## src/rtl/ivt_pkg.sv

```systemverilog
package ivt_pkg;
  localparam logic [3:0] A_OUTB  = 4'h0;
  localparam logic [3:0] A_OUTA  = 4'h1;
  localparam logic [3:0] A_DIRB  = 4'h2;
  localparam logic [3:0] A_DIRA  = 4'h3;
  localparam logic [3:0] A_T1LO  = 4'h4;
  localparam logic [3:0] A_T1HI  = 4'h5;
  localparam logic [3:0] A_LATLO = 4'h6;
  localparam logic [3:0] A_LATHI = 4'h7;
  localparam logic [3:0] A_T2LO  = 4'h8;
  localparam logic [3:0] A_T2HI  = 4'h9;
  localparam logic [3:0] A_MODE  = 4'hB;
  localparam logic [3:0] A_FLAG  = 4'hD;
  localparam logic [3:0] A_MASK  = 4'hE;
endpackage

```

## src/rtl/ivt_timer1.sv

```systemverilog
module ivt_timer1 #(
  parameter int DW = 8
) (
  input  logic            clk,
  input  logic            rst_n,
  input  logic            tick,
  input  logic            wr_lo,
  input  logic            wr_load,
  input  logic            wr_hi,
  input  logic [DW-1:0]   wdata,
  input  logic            continuous,
  output logic [2*DW-1:0] cnt,
  output logic [2*DW-1:0] latch,
  output logic            fire
);
  localparam int TW = 2 * DW;

  logic [TW-1:0] cnt_n, latch_n;
  logic          armed, armed_n, at_zero, expire;

  assign at_zero = (cnt == '0);
  assign expire  = tick && at_zero && !wr_load;
  assign fire    = expire && (continuous || armed);

  always_comb begin
    latch_n = latch;
    if (wr_lo)            latch_n[DW-1:0]  = wdata;
    if (wr_load || wr_hi) latch_n[TW-1:DW] = wdata;
  end

  always_comb begin
    cnt_n = cnt;
    if (wr_load)                  cnt_n = {wdata, latch[DW-1:0]};
    else if (tick && at_zero && continuous) cnt_n = latch;
    else if (tick)                cnt_n = cnt - 1'b1;
  end

  always_comb begin
    armed_n = armed;
    if (wr_load)                  armed_n = 1'b1;
    else if (expire && !continuous) armed_n = 1'b0;
  end

  always_ff @(posedge clk or negedge rst_n) begin
    if (!rst_n) begin
      cnt   <= '0;
      latch <= '0;
      armed <= 1'b0;
    end else begin
      cnt   <= cnt_n;
      latch <= latch_n;
      armed <= armed_n;
    end
  end
endmodule

```

## src/rtl/ivt_timer2.sv

```systemverilog
module ivt_timer2 #(
  parameter int DW = 8
) (
  input  logic            clk,
  input  logic            rst_n,
  input  logic            tick,
  output logic [2*DW-1:0] cnt
);
  logic [2*DW-1:0] cnt_n;

  always_comb begin
    cnt_n = cnt;
    if (tick) cnt_n = cnt - 1'b1;
  end

  always_ff @(posedge clk or negedge rst_n) begin
    if (!rst_n) cnt <= '0;
    else        cnt <= cnt_n;
  end
endmodule

```

## src/rtl/ivt_irq_regs.sv

```systemverilog
module ivt_irq_regs #(
  parameter int DW = 8
) (
  input  logic          clk,
  input  logic          rst_n,
  input  logic          t1_set,
  input  logic          t1_clr,
  input  logic          flag_wr,
  input  logic          mask_wr,
  input  logic [DW-1:0] wdata,
  output logic [DW-2:0] flags,
  output logic [DW-2:0] mask,
  output logic          irq
);
  localparam int NF = DW - 1;
  localparam int T1B = NF - 1;

  logic [NF-1:0] flags_n, mask_n;

  always_comb begin
    flags_n = flags;
    if (flag_wr) flags_n = flags_n & ~wdata[NF-1:0];
    if (t1_clr)  flags_n[T1B] = 1'b0;
    if (t1_set)  flags_n[T1B] = 1'b1;
  end

  always_comb begin
    mask_n = mask;
    if (mask_wr) begin
      if (wdata[DW-1]) mask_n = mask | wdata[NF-1:0];
      else             mask_n = mask & ~wdata[NF-1:0];
    end
  end

  assign irq = |(flags & mask);

  always_ff @(posedge clk or negedge rst_n) begin
    if (!rst_n) begin
      flags <= '0;
      mask  <= '0;
    end else begin
      flags <= flags_n;
      mask  <= mask_n;
    end
  end
endmodule

```

## src/rtl/ivt_adapter.sv

```systemverilog
module ivt_adapter #(
  parameter int DW = 8
) (
  input  logic          clk,
  input  logic          rst_n,
  input  logic          cnt_en,
  input  logic [3:0]    reg_addr,
  input  logic [DW-1:0] reg_wdata,
  input  logic          reg_wr,
  input  logic          reg_rd,
  output logic [DW-1:0] reg_rdata,
  output logic          irq
);
  import ivt_pkg::*;
  localparam int TW = 2 * DW;
  localparam int NF = DW - 1;

  logic [DW-1:0] out_a, out_b, dir_a, dir_b, mode;
  logic [DW-1:0] out_a_n, out_b_n, dir_a_n, dir_b_n, mode_n, rdata_n;
  logic [TW-1:0] t1_cnt, t1_latch, t2_cnt;
  logic [NF-1:0] flags, mask;
  logic          t1_fire, continuous;

  function automatic logic hit(input logic [3:0] a);
    return reg_wr && (reg_addr == a);
  endfunction

  assign continuous = mode[6];

  ivt_timer1 #(.DW(DW)) u_t1 (
    .clk(clk), .rst_n(rst_n), .tick(cnt_en),
    .wr_lo(hit(A_T1LO) || hit(A_LATLO)),
    .wr_load(hit(A_T1HI)),
    .wr_hi(hit(A_LATHI)),
    .wdata(reg_wdata), .continuous(continuous),
    .cnt(t1_cnt), .latch(t1_latch), .fire(t1_fire)
  );

  ivt_timer2 #(.DW(DW)) u_t2 (
    .clk(clk), .rst_n(rst_n), .tick(cnt_en), .cnt(t2_cnt)
  );

  ivt_irq_regs #(.DW(DW)) u_irq (
    .clk(clk), .rst_n(rst_n),
    .t1_set(t1_fire),
    .t1_clr(hit(A_T1HI) || hit(A_LATHI)),
    .flag_wr(hit(A_FLAG)), .mask_wr(hit(A_MASK)),
    .wdata(reg_wdata), .flags(flags), .mask(mask), .irq(irq)
  );

  always_comb begin
    out_a_n = hit(A_OUTA) ? reg_wdata : out_a;
    out_b_n = hit(A_OUTB) ? reg_wdata : out_b;
    dir_a_n = hit(A_DIRA) ? reg_wdata : dir_a;
    dir_b_n = hit(A_DIRB) ? reg_wdata : dir_b;
    mode_n  = hit(A_MODE) ? reg_wdata : mode;
  end

  always_comb begin
    unique case (reg_addr)
      A_OUTB:  rdata_n = out_b & dir_b;
      A_OUTA:  rdata_n = out_a & dir_a;
      A_DIRB:  rdata_n = dir_b;
      A_DIRA:  rdata_n = dir_a;
      A_T1LO:  rdata_n = t1_cnt[DW-1:0];
      A_T1HI:  rdata_n = t1_cnt[TW-1:DW];
      A_LATLO: rdata_n = t1_latch[DW-1:0];
      A_LATHI: rdata_n = t1_latch[TW-1:DW];
      A_T2LO:  rdata_n = t2_cnt[DW-1:0];
      A_T2HI:  rdata_n = t2_cnt[TW-1:DW];
      A_MODE:  rdata_n = mode;
      A_FLAG:  rdata_n = {|flags, flags};
      A_MASK:  rdata_n = {1'b1, mask};
      default: rdata_n = '0;
    endcase
  end

  always_ff @(posedge clk or negedge rst_n) begin
    if (!rst_n) begin
      out_a     <= '0;
      out_b     <= '0;
      dir_a     <= '0;
      dir_b     <= '0;
      mode      <= '0;
      reg_rdata <= '0;
    end else begin
      out_a <= out_a_n;
      out_b <= out_b_n;
      dir_a <= dir_a_n;
      dir_b <= dir_b_n;
      mode  <= mode_n;
      if (reg_rd) reg_rdata <= rdata_n;
    end
  end
endmodule

```

## config.mk

```make
export PLATFORM = sky130hd
export DESIGN_NAME = ivt_adapter
export DESIGN_NICKNAME = d
export VERILOG_FILES = /design/src/rtl/ivt_pkg.sv /design/src/rtl/ivt_timer1.sv /design/src/rtl/ivt_timer2.sv /design/src/rtl/ivt_irq_regs.sv /design/src/rtl/ivt_adapter.sv
export SDC_FILE = /design/constraint.sdc
export NUM_CORES = 1
export LEC_CHECK = 0
export ABC_AREA = 1
export BUFFER_PORTS_ARGS = -buffer_cell sky130_fd_sc_hd__buf_2
export CORE_ASPECT_RATIO = 0.75
export CORE_MARGIN = 1
export CORE_UTILIZATION = 25
export CTS_CLUSTER_DIAMETER = 150
export DETAILED_ROUTE_END_ITERATION = 8
export MAX_ROUTING_LAYER = met4
export PLACE_DENSITY = 0.44
export SETUP_SLACK_MARGIN = 0.02
export SYNTH_ARGS = -nofsm -noshare
export SYNTH_HDL_FRONTEND = slang
export SYNTH_HIERARCHICAL = 1
export SYNTH_SLANG_ARGS = --single-unit
```

## constraint.sdc

```tcl
create_clock -name clk -period 3.1 [get_ports clk]
set_input_delay 0.465 -clock clk [delete_from_list [all_inputs] [get_ports clk]]
set_output_delay 0.465 -clock clk [all_outputs]
set_load 0.03 [all_outputs]
```

-- Word-level counts from Yosys, hierarchy flattened
Index checks and enable logic that the tools add are counted.
- flip-flop bits (word level): 111
- latch bits: 0
- bits in writable memories: 0
- memory bits (read-only): 0
- bits of input ports: 17
- memories: 0
- $add $sub $neg: 2
- multipliers: 0
- div/mod/pow operators: 0
- $lt $le $gt $ge: 0
- equality and inequality tests: 12
- shift-type cells: 0
- mux-type cells: 10
- bitwise operators: 7
- reduce and logical (&&, ||, !) cells: 28
- operators with widths (kind ; count):
    $pmux 8 s13 ; 1
    $mux 16 ; 3
    $sub 16x1->16 const B ; 2
    $and 7x7->7 ; 3
    $eq 4x4->1 const B ; 5
    $and 8x8->8 ; 2
    $eq 4x3->1 const B ; 4
    $logic_and 1x1->1 ; 16
    $logic_not 16->1 ; 1
    $mux 7 ; 2
    $reduce_or 7->1 ; 2
    $eq 4x2->1 const B ; 2
    $not 7->7 ; 1
    $or 7x7->7 ; 1
    $reduce_bool 3->1 ; 2
    $eq 4x1->1 const B ; 1
    $logic_not 4->1 ; 1
    $mux 1 ; 4
    $logic_or 1x1->1 ; 3
    $logic_not 1->1 ; 2
    $reduce_bool 2->1 ; 1

-- Depth between registers and ports, before layout
Gate-level depths: netlist (run 1).
- word-level depth: 7
- mapped depth: 12
- depth with buffers taken out: 11

-- By module
The synthesis (run 1) kept the hierarchy.
- modules (own cells, without submodules) (module ; instances ; cells each ; area an instance (sq um)):
    ivt_adapter ; 1 ; 423 ; 2831.5
    ivt_timer1 ; 1 ; 289 ; 2021.9
    ivt_timer2 ; 1 ; 103 ; 885.8
    ivt_irq_regs ; 1 ; 60 ; 558.0

-- Worst setup path before layout (run 1)
OpenSTA, ideal clock, no wires.
- path type: input-to-reg
- start: input port reg_addr[0]
- end: register u_irq.flags[6]
- library setup time: 118 ps
- arrival time: 1941 ps
- data required time: 2982 ps
- path slack: 1041 ps
- stages on the path: 12
- path buffers: 3
- cell sequence: buf_4 > nand2_4 > nor2_2 > inv_1 > nor2_1 > buf_2 > clkinv_1 > buf_2 > o21ai_0 > nor2_1 > inv_1 > nand2_1
- cells in the longest elaborated chain, start to end: 6
- elaborated cells between the ends (all ways): 13
- those cells by class: eq/ne: 3; mux: 2; reduce/logical: 8
- RTL lines (element ; line ; text):
    start: declaration ; ivt_adapter.sv:7 ; input logic [3:0] reg_addr,
    $eq 4x3->1 (*) ; ivt_adapter.sv:25 ; return reg_wr && (reg_addr == a);
    $logic_and 1x1->1 (*) ; ivt_adapter.sv:25 ;
    $logic_not 1->1 (*) ; ivt_timer1.sv:22 ; assign expire = tick && at_zero && !wr_load;
    $logic_and 1x1->1 (*) ; ivt_timer1.sv:22 ;
    $logic_and 1x1->1 (*) ; ivt_timer1.sv:23 ; assign fire = expire && (continuous || armed);
    named net t1_fire ; ivt_adapter.sv:22 ; logic t1_fire, continuous;
    $reduce_bool 3->1 (no source line) / $mux 1 (equally long branches) ; -- ;
    end signal: assignment ; ivt_irq_regs.sv:42 ; flags <= flags_n;
    end: declaration ; ivt_irq_regs.sv:11 ; output logic [DW-2:0] flags,
Mark *: on every way through the listed nets, which the timed path passes. The rest lies on a longest branch.
A chain may end at the register's enable or synchronous reset.

-- Worst setup path after layout (run 1)
- start: register u_t1.cnt[0]
- end: register u_t1.cnt[6]
- cells in the longest elaborated chain, start to end: 5
- elaborated cells between the ends (all ways): 8
- those cells by class: add/sub: 1; mux: 3; reduce/logical: 4
- RTL lines (element ; line ; text):
    start: declaration ; ivt_timer1.sv:12 ; output logic [2*DW-1:0] cnt,
    start signal: assignment ; ivt_timer1.sv:50 ; cnt <= cnt_n;
    parallel branches: the longest is 5 deep, another holds $sub 16x1->16 ; -- ;
Parallel ways; which one is timed is not known. The select of a mux whose other input is x is not followed.

==> metrics.md, run 1 <==
| Metric | Value |
|---|---|
| DP Wirelength | `14800 um` |
| PwrDens | `691.2 nW/um^2` |
| Gr usage total | `0.1643` |
| Cells after Synth | `875` |
| MaxCap Viol Count | `0` |
| Crit path DAT | `between 2 and 2.5 ns` |
| Post-Syn Nets | `approximately 890` |
| Synth warn | `6` |
| Slowest cell on the critical path | `dfrtp_1` |
| Most numerous cell in the Yosys netlist | `nand2_1` |
| Via count | `5509` |
| Die Y | `139.4 um` |
| Fin. Hold Viols | `0` |
| CTS resizes | `0` |
| Unrepaired setup endpoints after global routing | `false` |
| Cts hold-fix bufs | `1` |
| Largest net degree at the start of global routing | `57` |
| Run status | `completed` |
| Post-DRT Antenna Nets | `0` |
| Final Max Tran Viols | `0` |
| Die Footprint | `25830 um^2` |
| Vias in the first global route | `5290` |
| Routability cong. | `between 0.8 and 0.9` |
| Flip-flop and latch area | `2778 um^2` |
| GRT overflow | `0` |
| Maximum vdd drop | `0.0002615 V` |
| CP Data Required Time | `3.36 ns` |
| Worst r2r path cells | `9` |
| Synth cell types | `33` |
| Initial antenna violation count | `0` |
| CP most frequent cell | `nand2_1` |
| ANT cells | `0` |
| Nets | `923` |
| Power consumption | `4914 uW` |
| Clock Tree Root | `clkbuf_16` |
| CTS Buf Count | `9` |
| CP max FO | `12` |
| Cells along the critical path | `inv_1 -> ha_1 -> nand2_4 -> nor2_8 -> nand4_4 -> nand2_2 -> nand2_1 -> nand3_1 -> nand2_1` |
| HP Start | `reg_wdata[0]` |
| Post-CTS Setup Bufs | `0` |
| Yosys top cell area share | `0.4411` |
| Fraction of registers with async set/reset | `1.000` |
| Average vias per placed instance | `4.446` |
| Final setup viols | `0` |
| Post-synth EDFFs | `0` |
| Worst reg2reg startpoint | `u_t1/cnt[0]` |
| WL/cell | `15.70 um` |
| Clock Tree Buf Depth | `2` |
| Proportion of layout cells with a drive suffix above 1 | `0.1035` |
| Post-Route Utilization | `0.2921` |
| Kind of critical path | `flip-flop to flip-flop` |
| Critical path's largest stage delay | `around 0.43 ns` |
| Reg2reg setup slack | `~1.1 ns` |
| Crit. End Element | `flip-flop` |
| I/O Pins | `26` |
| Clk slew on worst S/H paths | `0.08 ns` |
| Max Freq | `491.8 MHz` |
| Ys flop type | `dfrtp_1` |
| Synth area leader | `dfrtp_1` |
| Num rows | `49` |
| Worst slew margin | `0.4543` |
| Post-Syn Area | `6297 um^2` |
| Sequential share of the synthesized area | `0.4411` |
| Residual DRC | `0` |
| Synth top cells by count | `nand2_1 (355), dfrtp_1 (111), nand3_1 (86), nor2_1 (71), inv_1 (66)` |
| Worst Setup Start Kind | `flip-flop` |
| Drt pass-1 iters | `5` |
| Area of the multi-input gates | `around 3100 um^2` |
| # H-tree levels | `3` |
| Seq cells post-synth | `111` |
| Fin Clk Skew | `around 0.013 ns` |
| First-pass GRT wire length | `30950 um` |
| Largest cells by area after synthesis | `dfrtp_1 (44%), nand2_1 (21%), nand3_1 (6.8%)` |
| Iteration-0 DRC count of the detailed router | `429` |
| Lkg Pwr | `approximately 0.0037 uW` |
| Clock tree from TritonCTS | `yes` |
| Clock insertion delay at the later pin of the skew report | `0.36 ns` |
| Die X | `185.3 um` |
| Worst-margin pin slew | `0.8156 ns` |
| Post-synthesis average cell area | `7.197 um^2` |
| Worst Hold Depth | `2` |
| Synthesis-to-layout area growth | `12.89%` |
| Hold Crit Class | `primary input to flip-flop` |
| Fill cell count | `2725` |
| PortBufs | `25` |
| Post-route minimum period | `2.033 ns` |
| Core area | `24340 um^2` |
| Fin Setup TNS | `0 ns` |
| Total wire length | `roughly 20000 um` |
| Fin crit share | `0.6559` |
| Starting Density | `0.2587` |
| R2R Path End | `u_t1/cnt[6]` |
| Clock sink count | `111` |
| Hold Path Sink | `u_irq/flags[0]` |
==> cells by family (layout without fill, tap and decap cells) <==
group,after synthesis,after routing,share of synthesized area
flops,111,111,0.4411
compound gates,93,93,0.07669
buf+inv,91,124,0.06100
xor+xnor,12,12,0.01788
simple gates,566,566,0.3994
fa+ha+maj,2,2,0.003973
==> cell usage in the layout (no fill, tap or decap), types with 7 or more instances in the layout <==
| master | instances |
|---|---|
| o21ai_0 | 64 |
| nor2_4 | 7 |
| clkbuf_16 | 9 |
| nand2_2 | 9 |
| nand2_1 | 355 |
| dfrtp_1 | 111 |
| o21ai_1 | 11 |
| nand3_1 | 86 |
| a21oi_1 | 11 |
| nor2_2 | 10 |
| buf_2 | 24 |
| buf_4 | 11 |
| nor2_1 | 71 |
| inv_1 | 66 |
| nand3b_1 | 8 |
==> how the worst max path moves through the flow <==
stage | slack [ns] | start | end
after floorplan | 1.04 | reg_addr[0] | u_irq/flags[6]
after global placement | 0.75 | reg_addr[3] | u_t1/cnt[1]
after detailed placement | 0.69 | reg_addr[3] | u_t1/cnt[3]
after CTS | 1.09 | reg_addr[3] | u_t1/cnt[3]
after global routing | 0.78 | reg_addr[3] | u_t1/cnt[7]
final | 1.07 | u_t1/cnt[0] | u_t1/cnt[6]
==> power breakdown <==
part	switching, uW	internal, uW	total [uW]
combinational	951	523	1470
sequential	478	1810	2290
clock	591	557	1150
total	2020	2890	4910
==> routing by layer <==
metal | track usage | share of wire | up-vias
li1 | - | - | 2832
met1 | 0.2575 | 0.55 | 2565
met2 | 0.2157 | 0.40 | 102
met3 | 0.02879 | 0.043 | 10
met4 | 0.02914 | 0.0060 | 0
met5 | - | 0 | -
==> sequential cells by signal, summed over array words and instances, names as in the netlist, named ones only <==
signal / flops
u_t1/cnt: 16
u_t1/latch: 16
u_t2/cnt: 16
dir_a: 8
dir_b: 8
mode: 8
out_a: 8
out_b: 8
reg_rdata: 8
u_irq/flags: 7
u_t1/armed: 1
==> metrics by stage <==
stage          hold slack, ns  area [um^2]  worst slack (ns)  instances
3_3_place_gp           0.3507         6820            0.7500       1223
2_1_floorplan          0.1694         6297             1.041        875
4_1_cts                0.4146         7109             1.086       1239
3_5_place_dp           0.3478         6820            0.6866       1223
6_report               0.4255         7109             1.067       1239
5_1_grt                0.4227         7109            0.7820       1239
==> layout make-up <==
| class | instances | area share |
|---|---|---|
| multi-input combinational | 673 | 0.4410 |
| sequential | 111 | 0.3907 |
| tap | 331 | 0.05825 |
| inverter | 72 | 0.03801 |
| timing repair buffer | 37 | 0.03273 |
| clock buffer | 9 | 0.03168 |
| clock inverter | 6 | 0.007568 |
==> critical path, delay by kind of cell, from the launching register on <==
family,cells,cell delay [ns]
flops,1,0.43
fa+ha+maj,1,0.29
simple gates,7,1.01
buf+inv,1,0.19
Note: power is estimated with default switching activity, not from simulation.
==> run 2: changes to the inputs <==
--- a/config.mk
+++ b/config.mk
@@ -5,7 +5,7 @@
 export SDC_FILE = /design/constraint.sdc
 export NUM_CORES = 1
 export LEC_CHECK = 0
-export ABC_AREA = 1
+export ABC_AREA = 0
 export BUFFER_PORTS_ARGS = -buffer_cell sky130_fd_sc_hd__buf_2
 export CORE_ASPECT_RATIO = 0.75
 export CORE_MARGIN = 1
@@ -13,7 +13,7 @@
 export CTS_CLUSTER_DIAMETER = 150
 export DETAILED_ROUTE_END_ITERATION = 8
 export MAX_ROUTING_LAYER = met4
-export PLACE_DENSITY = 0.44
+export PLACE_DENSITY = 0.45
 export SETUP_SLACK_MARGIN = 0.02
 export SYNTH_ARGS = -nofsm -noshare
 export SYNTH_HDL_FRONTEND = slang
==> constraint.sdc (replaced) <==
create_clock -name clk -period 1.8 [get_ports clk]
set_input_delay 0.27 -clock clk [delete_from_list [all_inputs] [get_ports clk]]
set_output_delay 0.27 -clock clk [all_outputs]
set_load 0.03 [all_outputs]
==> run 2 against run 1 <==
The run now ends with setup timing left. Global-route usage grew 2.7 points. Sequential share of layout area down 2.3 points. Synthesized cell count fell by 37%. Die area down 4.1%. Total power up 69%. Flip-flop and latch count is the same. Clock skew fell by 0.0031 ns. Register-to-register slack lost 1.1 ns. Maximum frequency rose by 13%. Critical path type unchanged. Largest cell class unchanged. Largest power group unchanged.
==> metrics.md, run 2 <==
| Metric | Value |
|---|---|
| Area of the multi-input gates | `3082 um^2` |
| CP Data Required Time | `2.10 ns` |
| Sequential power share | `0.469` |
| Clock tree from TritonCTS | `yes` |
| First-pass GRT wire length | `33510 um` |
| Seq cells post-synth | `about 110` |
| Kind of critical path | `flip-flop to flip-flop` |
| Most frequent cells in the layout | `dfrtp_1 (109), buf_4 (90), mux2_2 (58)` |
| GRT overflow | `0` |
| Fin Clk Skew | `roughly 0.0097 ns` |
| Die Y | `around 140 um` |
| Fin. Hold Viols | `0` |
| MaxCap Viol Count | `0` |
| Worst-margin pin slew | `0.6236 ns` |
| Cells along the critical path | `inv_2 -> ha_4 -> nor3b_4 -> and4_4 -> buf_6 -> o2111a_1 -> a31o_2` |
| Lkg Pwr | `0.003255 uW` |
| Max Freq | `555.4 MHz` |
| Die X | `181.4 um` |
| PwrDens | `1094 nW/um^2` |
| Post-synthesis average cell area | `10.97 um^2` |
| Crit. End Element | `flip-flop` |
| Net Switching | `2933 uW` |
| Post-Route Utilization | `0.3241` |
| Clk slew on worst S/H paths | `0.07 ns` |
| Average vias per placed instance | `5.330` |
| Unrepaired setup endpoints after global routing | `true` |
| Starting Density | `0.2582` |
| Non-filler instance count after layout | `roughly 960` |
| Total wire length | `21970 um` |
| Post-Place Worst Slack | `-0.5545 ns` |
| I/O Pins | `26` |
| Cells after Synth | `550` |
| Internal | `5349 uW` |
| # placed instances | `940` |
| Clock sink count | `111` |
| Clock Tree Root | `clkbuf_16` |
| Synth cell types | `78` |
| R2R Path End | `u_irq/flags[6]` |
| Reg2reg setup slack | `-0.0006 ns` |
| Maximum vdd drop | `0.0005811 V` |
| Initial antenna violation count | `0` |
| Worst r2r path cells | `7` |
| Failing checks | `setup timing` |
| Ys flop type | `dfrtp_1` |
| Vias in the first global route | `5118` |
| Synth warn | `6` |
| Run status | `finished, violations left` |
| Most common cell after layout, fill and taps aside | `dfrtp_1` |
| Slowest cell on the critical path | `dfrtp_1` |
| Drt pass-1 iters | `6` |
| Clock Tree Buf Depth | `2` |
| Combinational power share | `0.293` |
| Num rows | `48` |
| Clk pwr share | `0.238` |
| Post-Syn Area | `between 6000 and 7000 um^2` |
| Proportion of layout cells with a drive suffix above 1 | `0.3601` |
| PortBufs | `25` |
| Fin crit share | `1.000` |
| Post-route minimum period | `1.801 ns` |
| Synthesis-to-layout area growth | `25.49%` |
| Synth area leader | `dfrtp_1` |
| Sequential share of the synthesized area | `0.4604` |
| Sw frac | `0.3541` |
| Residual DRC | `0` |
| Nets | `between 600 and 700` |
| Post-Syn Nets | `around 570` |
| WL/cell | `22.86 um` |
| Core area | `23360 um^2` |
| Fill cell count | `2399` |
| Synth top cells by count | `dfrtp_1 (111), mux2_2 (58), nand2_1 (38), nor2_1 (26), inv_1 (23)` |
| Hold Crit Class | `primary input to async pin` |
| Largest cells by area after synthesis | `dfrtp_1 (46%), mux2_2 (11%), nand2_1 (2.4%)` |
| Yosys top cell area share | `0.4604` |
| Worst reg2reg startpoint | `u_t1/cnt[0]` |
| Clock insertion delay at the later pin of the skew report | `0.36 ns` |
| Fraction of registers with async set/reset | `1.000` |
| Worst Setup Start Kind | `flip-flop` |
| Post-DRT Antenna Nets | `0` |
| Worst slew margin | `0.5843` |
| DP Wirelength | `16480 um` |
| Routability cong. | `0.9714` |
| ANT cells | `0` |
| Post-synth EDFFs | `0` |
| Gr usage total | `0.1913` |
| Flip-flop and latch area | `2780 um^2` |
| Die Footprint | `24760 um^2` |
| Via count | `5122` |
| Final setup viols | `1` |
| Largest net degree at the start of global routing | `between 100 and 150` |
| Final Max Tran Viols | `0` |
| # H-tree levels | `3` |
| CP max FO | `7` |
| Most numerous cell in the Yosys netlist | `dfrtp_1` |
| Largest registers | `u_t1/cnt x16, u_t1/latch x16, u_t2/cnt x16` |
| Worst setup margin | `-0.0005735 ns` |
| Iteration-0 DRC count of the detailed router | `607` |
| Crit path DAT | `2.10 ns` |
| Critical path's largest stage delay | `0.40 ns` |
| CTS Buf Count | `9` |
run 2: timing repair:
action	CTS	global route
hold buffers	0	0
gates resized for setup	11	20
hold endpoints to repair	0	0
buffers inserted	2	4
setup endpoints to repair	14	23
pin swaps	3	6
run 2: power by group through the flow:
stage / Sequential, uW / Combinational (uW) / Clock, uW
after floorplan: 3760 / 1250 / 0
after global placement: 3900 / 2280 / 0
after detailed placement: 3900 / 2330 / 0
after CTS: 3870 / 2360 / 2050
after global routing: 3970 / 2640 / 2130
final: 3890 / 2430 / 1970
run 2: layout make-up:
| type | count | area share |
|---|---|---|
| Inverter | 24 | 0.01190 |
| Tap cell | 300 | 0.04958 |
| Sequential cell | 111 | 0.3672 |
| Clock inverter | 2 | 0.001818 |
| Timing Repair Buffer | 123 | 0.1263 |
| Clock buffer | 14 | 0.03619 |
| Multi-Input combinational cell | 387 | 0.4070 |
run 2: worst max-delay path by stage:
stage	endpoint	cells after the start	slack (ns)	startpoint
floorplan	u_t1/latch[10]	7	0.03	reg_addr[0]
global placement	reg_rdata[2]	7	-0.54	reg_addr[1]
detailed placement	reg_rdata[2]	7	-0.55	reg_addr[1]
CTS	u_irq/flags[6]	7	-0.02	u_t1/cnt[1]
global route	u_t1/cnt[15]	6	-0.07	u_t1/cnt[0]
finish	u_irq/flags[6]	7	-0.0006	u_t1/cnt[0]
run 2: per-stage QoR:
stage	power [uW]	cell area, um^2	hold WS, ns	setup TNS (ns)
global route	8738	7571	0.05053	-0.3809
CTS	8276	7463	0.02411	-0.02414
finish	8282	7571	0.002914	-0.0005735
floorplan	5012	6045	-0.02559	0
detailed placement	6230	7127	0.4169	-2.110
global placement	6180	7127	0.4100	-1.458
run 2: per-layer routing:
layer / share of wire / up-vias / GRT usage / routed length [um]
met5: 0 / - / - / 0
met2: 0.39 / 238 / 0.2485 / 8547
met3: 0.099 / 14 / 0.06307 / 2183
met1: 0.50 / 2589 / 0.2825 / 11030
met4: 0.0092 / 0 / 0.03437 / 201
li1: - / 2281 / - / -
run 2: cells by family after synthesis:
logic type               share of synthesized area
XOR/XNOR                                   0.02903
adder cells (fa/ha/maj)                   0.004147
buffers and inverters                      0.04666
AND/OR/NAND/NOR                             0.1659
flip-flops                                  0.4604
multiplexers                                0.1414
AO/OA/AOI/OAI                               0.1524
run 2: critical path, delay by kind of cell, from the launching register on:
| family | cells | cell delay [ns] |
|---|---|---|
| AND/OR/NAND/NOR | 2 | 0.62 |
| flip-flops | 1 | 0.40 |
| AO/OA/AOI/OAI | 2 | 0.37 |
| buffers and inverters | 2 | 0.22 |
| adder cells (fa/ha/maj) | 1 | 0.13 |
